==> src/rtl/tsa_pkg.sv <==
package tsa_pkg;
  typedef enum logic [1:0] {
    TM_UNW  = 2'd0,
    TM_SYM  = 2'd1,
    TM_ASYM = 2'd2,
    TM_RSV  = 2'd3
  } tmode_e;

  localparam logic [2:0] RA_WPOS = 3'd0;
  localparam logic [2:0] RA_WNEG = 3'd1;
  localparam logic [2:0] RA_IPOS = 3'd2;
  localparam logic [2:0] RA_INEG = 3'd3;
  localparam logic [2:0] RA_CTRL = 3'd4;
endpackage

==> src/rtl/tsa_cfg.sv <==
module tsa_cfg
  import tsa_pkg::*;
#(
  parameter int SW = 8,
  parameter int BW = 3
) (
  input  logic          clk,
  input  logic          rst,
  input  logic          we,
  input  logic [2:0]    addr,
  input  logic [SW-1:0] data,
  output logic [SW-1:0] wpos,
  output logic [SW-1:0] wneg,
  output logic [SW-1:0] ipos,
  output logic [SW-1:0] ineg,
  output tmode_e        mode,
  output logic          uns,
  output logic [BW-1:0] msb
);
  always_ff @(posedge clk) begin
    if (rst) begin
      wpos <= SW'(1);
      wneg <= SW'(1);
      ipos <= SW'(1);
      ineg <= SW'(1);
      mode <= TM_UNW;
      uns  <= 1'b0;
      msb  <= '1;
    end else if (we) begin
      case (addr)
        RA_WPOS: wpos <= data;
        RA_WNEG: wneg <= data;
        RA_IPOS: ipos <= data;
        RA_INEG: ineg <= data;
        RA_CTRL: begin
          mode <= tmode_e'(data[1:0]);
          uns  <= data[2];
          msb  <= data[3 +: BW];
        end
        default: ;
      endcase
    end
  end

  // registers change only on a write
  assert_cfg_hold_R11: assert property (@(posedge clk) disable iff (rst)
    !we |=> ($stable(wpos) && $stable(wneg) && $stable(ipos) && $stable(ineg)
             && $stable(mode) && $stable(uns) && $stable(msb)));
endmodule

==> src/rtl/tsa_scale.sv <==
module tsa_scale
  import tsa_pkg::*;
#(
  parameter int SW = 8,
  parameter int CW = 4,
  parameter int BW = 3,
  parameter int TW = 32
) (
  input  logic [SW-1:0]        wpos,
  input  logic [SW-1:0]        wneg,
  input  logic [SW-1:0]        ipos,
  input  logic [SW-1:0]        ineg,
  input  tmode_e               mode,
  input  logic                 uns,
  input  logic [BW-1:0]        msb,
  input  logic [CW-1:0]        n,
  input  logic [CW-1:0]        k,
  input  logic [BW-1:0]        bitpos,
  input  logic                 negpass,
  output logic signed [TW-1:0] term
);
  logic [SW-1:0]        wp_sel, wn_sel, is_sel;
  logic                 is_neg;
  logic signed [TW-1:0] wp_x, wn_x, is_x, n_x, k_x, mag, prod, shifted;

  always_comb begin
    case (mode)
      TM_SYM: begin
        wp_sel = wpos; wn_sel = wpos; is_sel = ipos; is_neg = 1'b0;
      end
      TM_ASYM: begin
        wp_sel = wpos; wn_sel = wneg;
        is_sel = negpass ? ineg : ipos;
        is_neg = negpass;
      end
      default: begin
        wp_sel = SW'(1); wn_sel = SW'(1); is_sel = SW'(1); is_neg = 1'b0;
      end
    endcase
  end

  assign wp_x = {{(TW-SW){1'b0}}, wp_sel};
  assign wn_x = {{(TW-SW){1'b0}}, wn_sel};
  assign is_x = is_neg ? -{{(TW-SW){1'b0}}, is_sel} : {{(TW-SW){1'b0}}, is_sel};
  assign n_x  = {{(TW-CW){1'b0}}, n};
  assign k_x  = {{(TW-CW){1'b0}}, k};

  assign mag     = wp_x * n_x - wn_x * k_x;
  assign prod    = is_x * mag;
  assign shifted = prod <<< bitpos;
  assign term    = (!uns && bitpos == msb) ? -shifted : shifted;
endmodule

==> src/rtl/tsa_accum.sv <==
module tsa_accum #(
  parameter int AW = 24,
  parameter int TW = 32
) (
  input  logic                 clk,
  input  logic                 rst,
  input  logic                 in_valid,
  input  logic                 in_first,
  input  logic                 in_last,
  input  logic signed [TW-1:0] term,
  output logic                 res_valid,
  output logic signed [AW-1:0] res_data
);
  localparam int EW = TW + 2;
  localparam logic signed [EW-1:0] MAXV = {{(EW-AW+1){1'b0}}, {(AW-1){1'b1}}};
  localparam logic signed [EW-1:0] MINV = {{(EW-AW+1){1'b1}}, {(AW-1){1'b0}}};

  logic signed [AW-1:0] acc, acc_nx;
  logic signed [EW-1:0] base, sum;

  assign base = in_first ? '0 : {{(EW-AW){acc[AW-1]}}, acc};
  assign sum  = base + {{(EW-TW){term[TW-1]}}, term};

  always_comb begin
    if (sum > MAXV)      acc_nx = MAXV[AW-1:0];
    else if (sum < MINV) acc_nx = MINV[AW-1:0];
    else                 acc_nx = sum[AW-1:0];
  end

  always_ff @(posedge clk) begin
    if (rst) begin
      acc       <= '0;
      res_valid <= 1'b0;
      res_data  <= '0;
    end else begin
      res_valid <= in_valid && in_last;
      if (in_valid) begin
        acc <= acc_nx;
        if (in_last) res_data <= acc_nx;
      end
    end
  end

  // a result strobe only follows a closing beat
  assert_pulse_after_last_R8: assert property (@(posedge clk) disable iff (rst)
    res_valid |-> $past(in_valid && in_last));
  // a single-beat sum publishes on the next cycle
  assert_single_beat_R8: assert property (@(posedge clk) disable iff (rst)
    (in_valid && in_first && in_last) |=> res_valid);
  // idle cycles leave the sum alone
  assert_idle_hold_R10: assert property (@(posedge clk) disable iff (rst)
    !in_valid |=> $stable(acc));
endmodule

==> src/rtl/tern_scale_acc.sv <==
module tern_scale_acc
  import tsa_pkg::*;
#(
  parameter int SW = 8,
  parameter int CW = 4,
  parameter int BW = 3,
  parameter int AW = 24
) (
  input  logic                 clk,
  input  logic                 rst,
  input  logic                 cfg_we,
  input  logic [2:0]           cfg_addr,
  input  logic [SW-1:0]        cfg_data,
  input  logic                 beat_valid,
  input  logic [CW-1:0]        beat_pos,
  input  logic [CW-1:0]        beat_negc,
  input  logic [BW-1:0]        beat_bit,
  input  logic                 beat_neg,
  input  logic                 beat_first,
  input  logic                 beat_last,
  output logic                 res_valid,
  output logic signed [AW-1:0] res_data
);
  localparam int TW = 2*SW + CW + 3 + (1 << BW);

  logic [SW-1:0]        wpos, wneg, ipos, ineg;
  tmode_e               mode;
  logic                 uns;
  logic [BW-1:0]        msb;
  logic signed [TW-1:0] term;

  tsa_cfg #(.SW(SW), .BW(BW)) u_cfg (
    .clk(clk), .rst(rst), .we(cfg_we), .addr(cfg_addr), .data(cfg_data),
    .wpos(wpos), .wneg(wneg), .ipos(ipos), .ineg(ineg),
    .mode(mode), .uns(uns), .msb(msb)
  );

  tsa_scale #(.SW(SW), .CW(CW), .BW(BW), .TW(TW)) u_scale (
    .wpos(wpos), .wneg(wneg), .ipos(ipos), .ineg(ineg),
    .mode(mode), .uns(uns), .msb(msb),
    .n(beat_pos), .k(beat_negc), .bitpos(beat_bit), .negpass(beat_neg),
    .term(term)
  );

  tsa_accum #(.AW(AW), .TW(TW)) u_acc (
    .clk(clk), .rst(rst), .in_valid(beat_valid), .in_first(beat_first),
    .in_last(beat_last), .term(term), .res_valid(res_valid), .res_data(res_data)
  );

  logic signed [AW-1:0] diff_now;
  assign diff_now = $signed({{(AW-CW){1'b0}}, beat_pos}) - $signed({{(AW-CW){1'b0}}, beat_negc});

  // an unweighted single-beat sum at bit 0 equals n - k
  assert_unweighted_diff_R2: assert property (@(posedge clk) disable iff (rst)
    (beat_valid && beat_first && beat_last && mode == TM_UNW && beat_bit == '0
     && msb != '0 && !cfg_we) |=> (res_data == $past(diff_now)));
endmodule

==> config.mk <==
export PLATFORM = sky130hd
export DESIGN_NAME = tern_scale_acc
export DESIGN_NICKNAME = d
export VERILOG_FILES = /design/src/rtl/tsa_pkg.sv /design/src/rtl/tsa_cfg.sv /design/src/rtl/tsa_scale.sv /design/src/rtl/tsa_accum.sv /design/src/rtl/tern_scale_acc.sv
export SDC_FILE = /design/constraint.sdc
export NUM_CORES = 1
export LEC_CHECK = 0
export BUFFER_PORTS_ARGS = -buffer_cell sky130_fd_sc_hd__buf_2
export CAP_MARGIN = 20
export CORE_ASPECT_RATIO = 1.4
export CORE_MARGIN = 1
export CORE_UTILIZATION = 50
export DETAILED_ROUTE_END_ITERATION = 8
export GPL_TIMING_DRIVEN = 0
export PLACE_DENSITY = 0.66
export SYNTH_ARGS = -nofsm -noshare
export SYNTH_HDL_FRONTEND = slang
export SYNTH_SLANG_ARGS = --single-unit
==> constraint.sdc <==
create_clock -name clk -period 21 [get_ports clk]
set_clock_uncertainty 0.2 [all_clocks]
set_input_delay 3.15 -clock clk [delete_from_list [all_inputs] [get_ports clk]]
set_output_delay 3.15 -clock clk [all_outputs]
set_load 0.02 [all_outputs]
==> metrics.cfg <==
[die]
start_util_pct = 50.99
die_w_um = 185.7
ios = 54
dieArea_um2 = 48120
fp.coreArea_um2 = 46310
rows = 93
die_h_um = 259.1

[global_route]
antenna_found_initial = 2
grt_pass1_wl_um = 116500
grt_pass1_vias = 21953
grt_max_degree = 20
grt_overflow_total = 0
grt_usage_pct = 31.71

[clock_tree]
cts_root_buf = clkbuf_16
post-cts-setup-buffers = 0
ctsHoldBuffers = 0
post_cts_resized = 0
clock_latency_ns = 0.36
path_clk_slew_ns = 0.07
htree_levels = 3
cts_sinks = 87
cts_tree = yes
clockBufferDepth = 2
numCtsBuffers = 9

[detailed_routing]
drt_iter0_drc = 1131
viasPerCell = 5.652
drtAntennaViolNets = 0
drt-total-wl_um = 72620
vias = 20256
firstDrtPassIters = 7
wl_per_cell_um = 20.26
drc = 0

[timing]
rsz0062_at_grt = no
fmax_mhz = 52.35
setup_violations = 0
finalCritPeriodShare_pct = 90.97
final.setup.tns_ns = 0
drv_slew = 0
hold_violations = 0
relSlewSlack_pct = 23.93
layout_setup_ws_ns = 1.897
period_minus_slack_ns = 19.10
tightest_slew_ns = 1.133

[hold_path]
hold-path-endpoint = u_acc.acc[1]
hold_path.startpoint = u_acc.acc[1]
hold_depth = 2
worstHoldPathType = register to register

[placed_design]
globalplace.congestion = 1.040
place_hpwl_um = 62370
place_ws_ns = 1.557
io_buffers = 50

[setup_path]
rrSetupSlack_ns = 2.89
slowest_delay_ns = 0.59
crit_fanout = 10
start_kind = primary input
slowest_stage = fa_1
critPathTopFamily = adder cells
path_buf_inv = 11
cp.required_ns = 21.09
worstPathArrival_ns = 19.20
critPathCaptureType = register
crit_top_cell = fa_1
reg2reg_depth = 61
r2r_end = u_acc.res_data[13]
reg2reg_from = u_cfg.mode[0]
critPathKind = primary input to register

[logic_synthesis]
synthFlopType = dfxtp_1
synth_cells = 2895
syn_area_per_cell_um2 = 8.157
synth_edf_count = 0
synth_cell_types = 96
yosysWarnings = 0
yosysSeqAreaShare_pct = 7.375
synth.net_count = 3507
synth_seq_cells = 87
netlist_area_um2 = 23620
async_flop_share_pct = 0

[power_and_ir_drop]
switchingPower_uw = 824.7
peakVddDrop_mv = 0.1102
power.density_nw_per_um2 = 62.05
switching_share_pct = 53.16
pwr-share-clk_pct = 10.4
comb_power_share_pct = 75.2
p_leak_nw = 12.68
intPower_uw = 726.5
seqPwrFrac_pct = 14.3

[outcome]
outcome = complete, no violations

[layout]
fin_util_pct = 53.98
final_cell_mix = inv_1, fa_1, nand2_1
final_common_cell = inv_1
fillers = 4484
syn_to_final_growth_pct = 5.855
drive_above_1_share_pct = 5.125
nets = 3573

[flow_run]
cap_violations = 0

worst register-to-register path: cells and delay by family (launching register included):
kind            cells  cell delay, ns
buf+inv            13            2.93
fa+ha+maj          15            6.67
compound gates     17            4.07
flops               1            0.38
simple gates       13            3.30
xor+xnor            3            0.52
metal layers:
layer,track usage (%),vias up,routed length (um)
li1,-,9375,-
met1,33.54,9903,25870
met2,57.12,706,36890
met3,3.086,270,3293
met4,24.95,2,6543
met5,0,-,13
flip-flops by register name (all words and copies together) (netlist names):
signal / cells
u_cfg.uns: 1
u_cfg.ipos: 8
u_cfg.ineg: 8
u_cfg.msb: 3
u_cfg.wpos: 8
u_cfg.mode: 2
u_acc.acc: 24
u_cfg.wneg: 8
u_acc.res_data: 24
u_acc.res_valid: 1
logic make-up after synthesis:
logic type,count (synthesis),synth area share [%]
buffers and inverters,703,11.36
AOI/OAI and AO/OA,504,14.61
muxes,35,1.711
xor gates and xnor gates,135,5.155
DFF,87,7.375
adders and majority gates,583,42.52
and+or+nand+nor,848,17.26
power by group through the flow:
stage          sequential, mW  clock [mW]  combinational (mW)
2_1_floorplan           0.243           0               0.825
3_3_place_gp            0.223           0                1.13
6_report                0.222       0.162                1.17
4_1_cts                 0.221       0.165                1.16
5_1_grt                 0.226       0.172                1.29
3_5_place_dp            0.224           0                1.14
area by class of cell:
cell class / instances / area, um^2 / area share, %
Multi-Input combinational cell: 2105 / 19200 / 76.79
Inverter: 588 / 2207 / 8.829
Sequential cell: 87 / 1742 / 6.967
Tap cell: 617 / 772.0 / 3.088
Buffer: 115 / 476.7 / 1.907
Timing Repair Buffer: 55 / 295.3 / 1.181
Clock buffer: 9 / 225.2 / 0.9009
Clock inverter: 7 / 81.33 / 0.3253
Antenna cell: 1 / 2.502 / 0.01001
cell usage after synthesis (4+ instances only):
cell type | instances | area [um^2]
and3_1 | 11 | 68.82
o221ai_1 | 4 | 35.03
dfxtp_1 | 87 | 1742
and4b_1 | 4 | 40.04
mux2i_1 | 19 | 190.2
buf_6 | 4 | 45.04
nor3_1 | 22 | 110.1
o21ai_0 | 75 | 375.4
nand2_1 | 364 | 1366
nor4_1 | 6 | 37.54
a221o_1 | 27 | 270.3
a211oi_1 | 17 | 127.6
nor2_1 | 150 | 563.0
o21a_1 | 19 | 142.6
o2111ai_1 | 6 | 52.55
o21ai_1 | 15 | 75.07
buf_1 | 8 | 30.03
ha_1 | 217 | 2715
a21oi_1 | 145 | 725.7
a211o_1 | 15 | 131.4
a31o_2 | 5 | 43.79
mux2_2 | 12 | 135.1
a31oi_1 | 10 | 62.56
o21bai_1 | 11 | 82.58
nand3_1 | 41 | 205.2
inv_1 | 586 | 2200
o31ai_1 | 7 | 52.55
a21oi_2 | 5 | 43.79
a221oi_1 | 4 | 35.03
or2_2 | 9 | 56.30
xor2_1 | 47 | 411.6
and2_1 | 87 | 544.3
nor2b_1 | 59 | 369.1
buf_2 | 12 | 60.06
a22oi_1 | 14 | 105.1
nand3b_1 | 14 | 105.1
nand2b_1 | 37 | 231.5
a21o_1 | 46 | 345.3
nand4_1 | 15 | 93.84
clkbuf_1 | 91 | 341.6
o22ai_1 | 7 | 43.79
o211ai_1 | 21 | 157.7
fa_1 | 366 | 7327
or3_1 | 5 | 31.28
xnor2_1 | 85 | 744.5
how the worst max path moves through the flow:
stage,startpoint,to,slack (ns),depth (start not counted)
2_1_floorplan,beat_negc[2],u_acc.acc[19],4.06,56
3_3_place_gp,beat_pos[2],u_acc.res_data[20],1.87,57
3_5_place_dp,beat_pos[3],u_acc.res_data[20],1.56,57
4_1_cts,beat_pos[3],u_acc.res_data[12],1.88,57
5_1_grt,beat_pos[3],u_acc.res_data[13],0.86,58
6_report,beat_pos[3],u_acc.res_data[13],1.90,57
through the flow:
stage	hold WS (ns)	area [um^2]	total power, mW	instances
3_3_place_gp	0.2359	24640	1.348	3562
5_1_grt	0.2701	25000	1.689	3583
6_report	0.2507	25000	1.551	3584
2_1_floorplan	0.2232	23620	1.067	2895
4_1_cts	0.2527	24990	1.542	3582
3_5_place_dp	0.2436	24680	1.365	3566
Note: power is estimated with default switching activity, not from simulation.
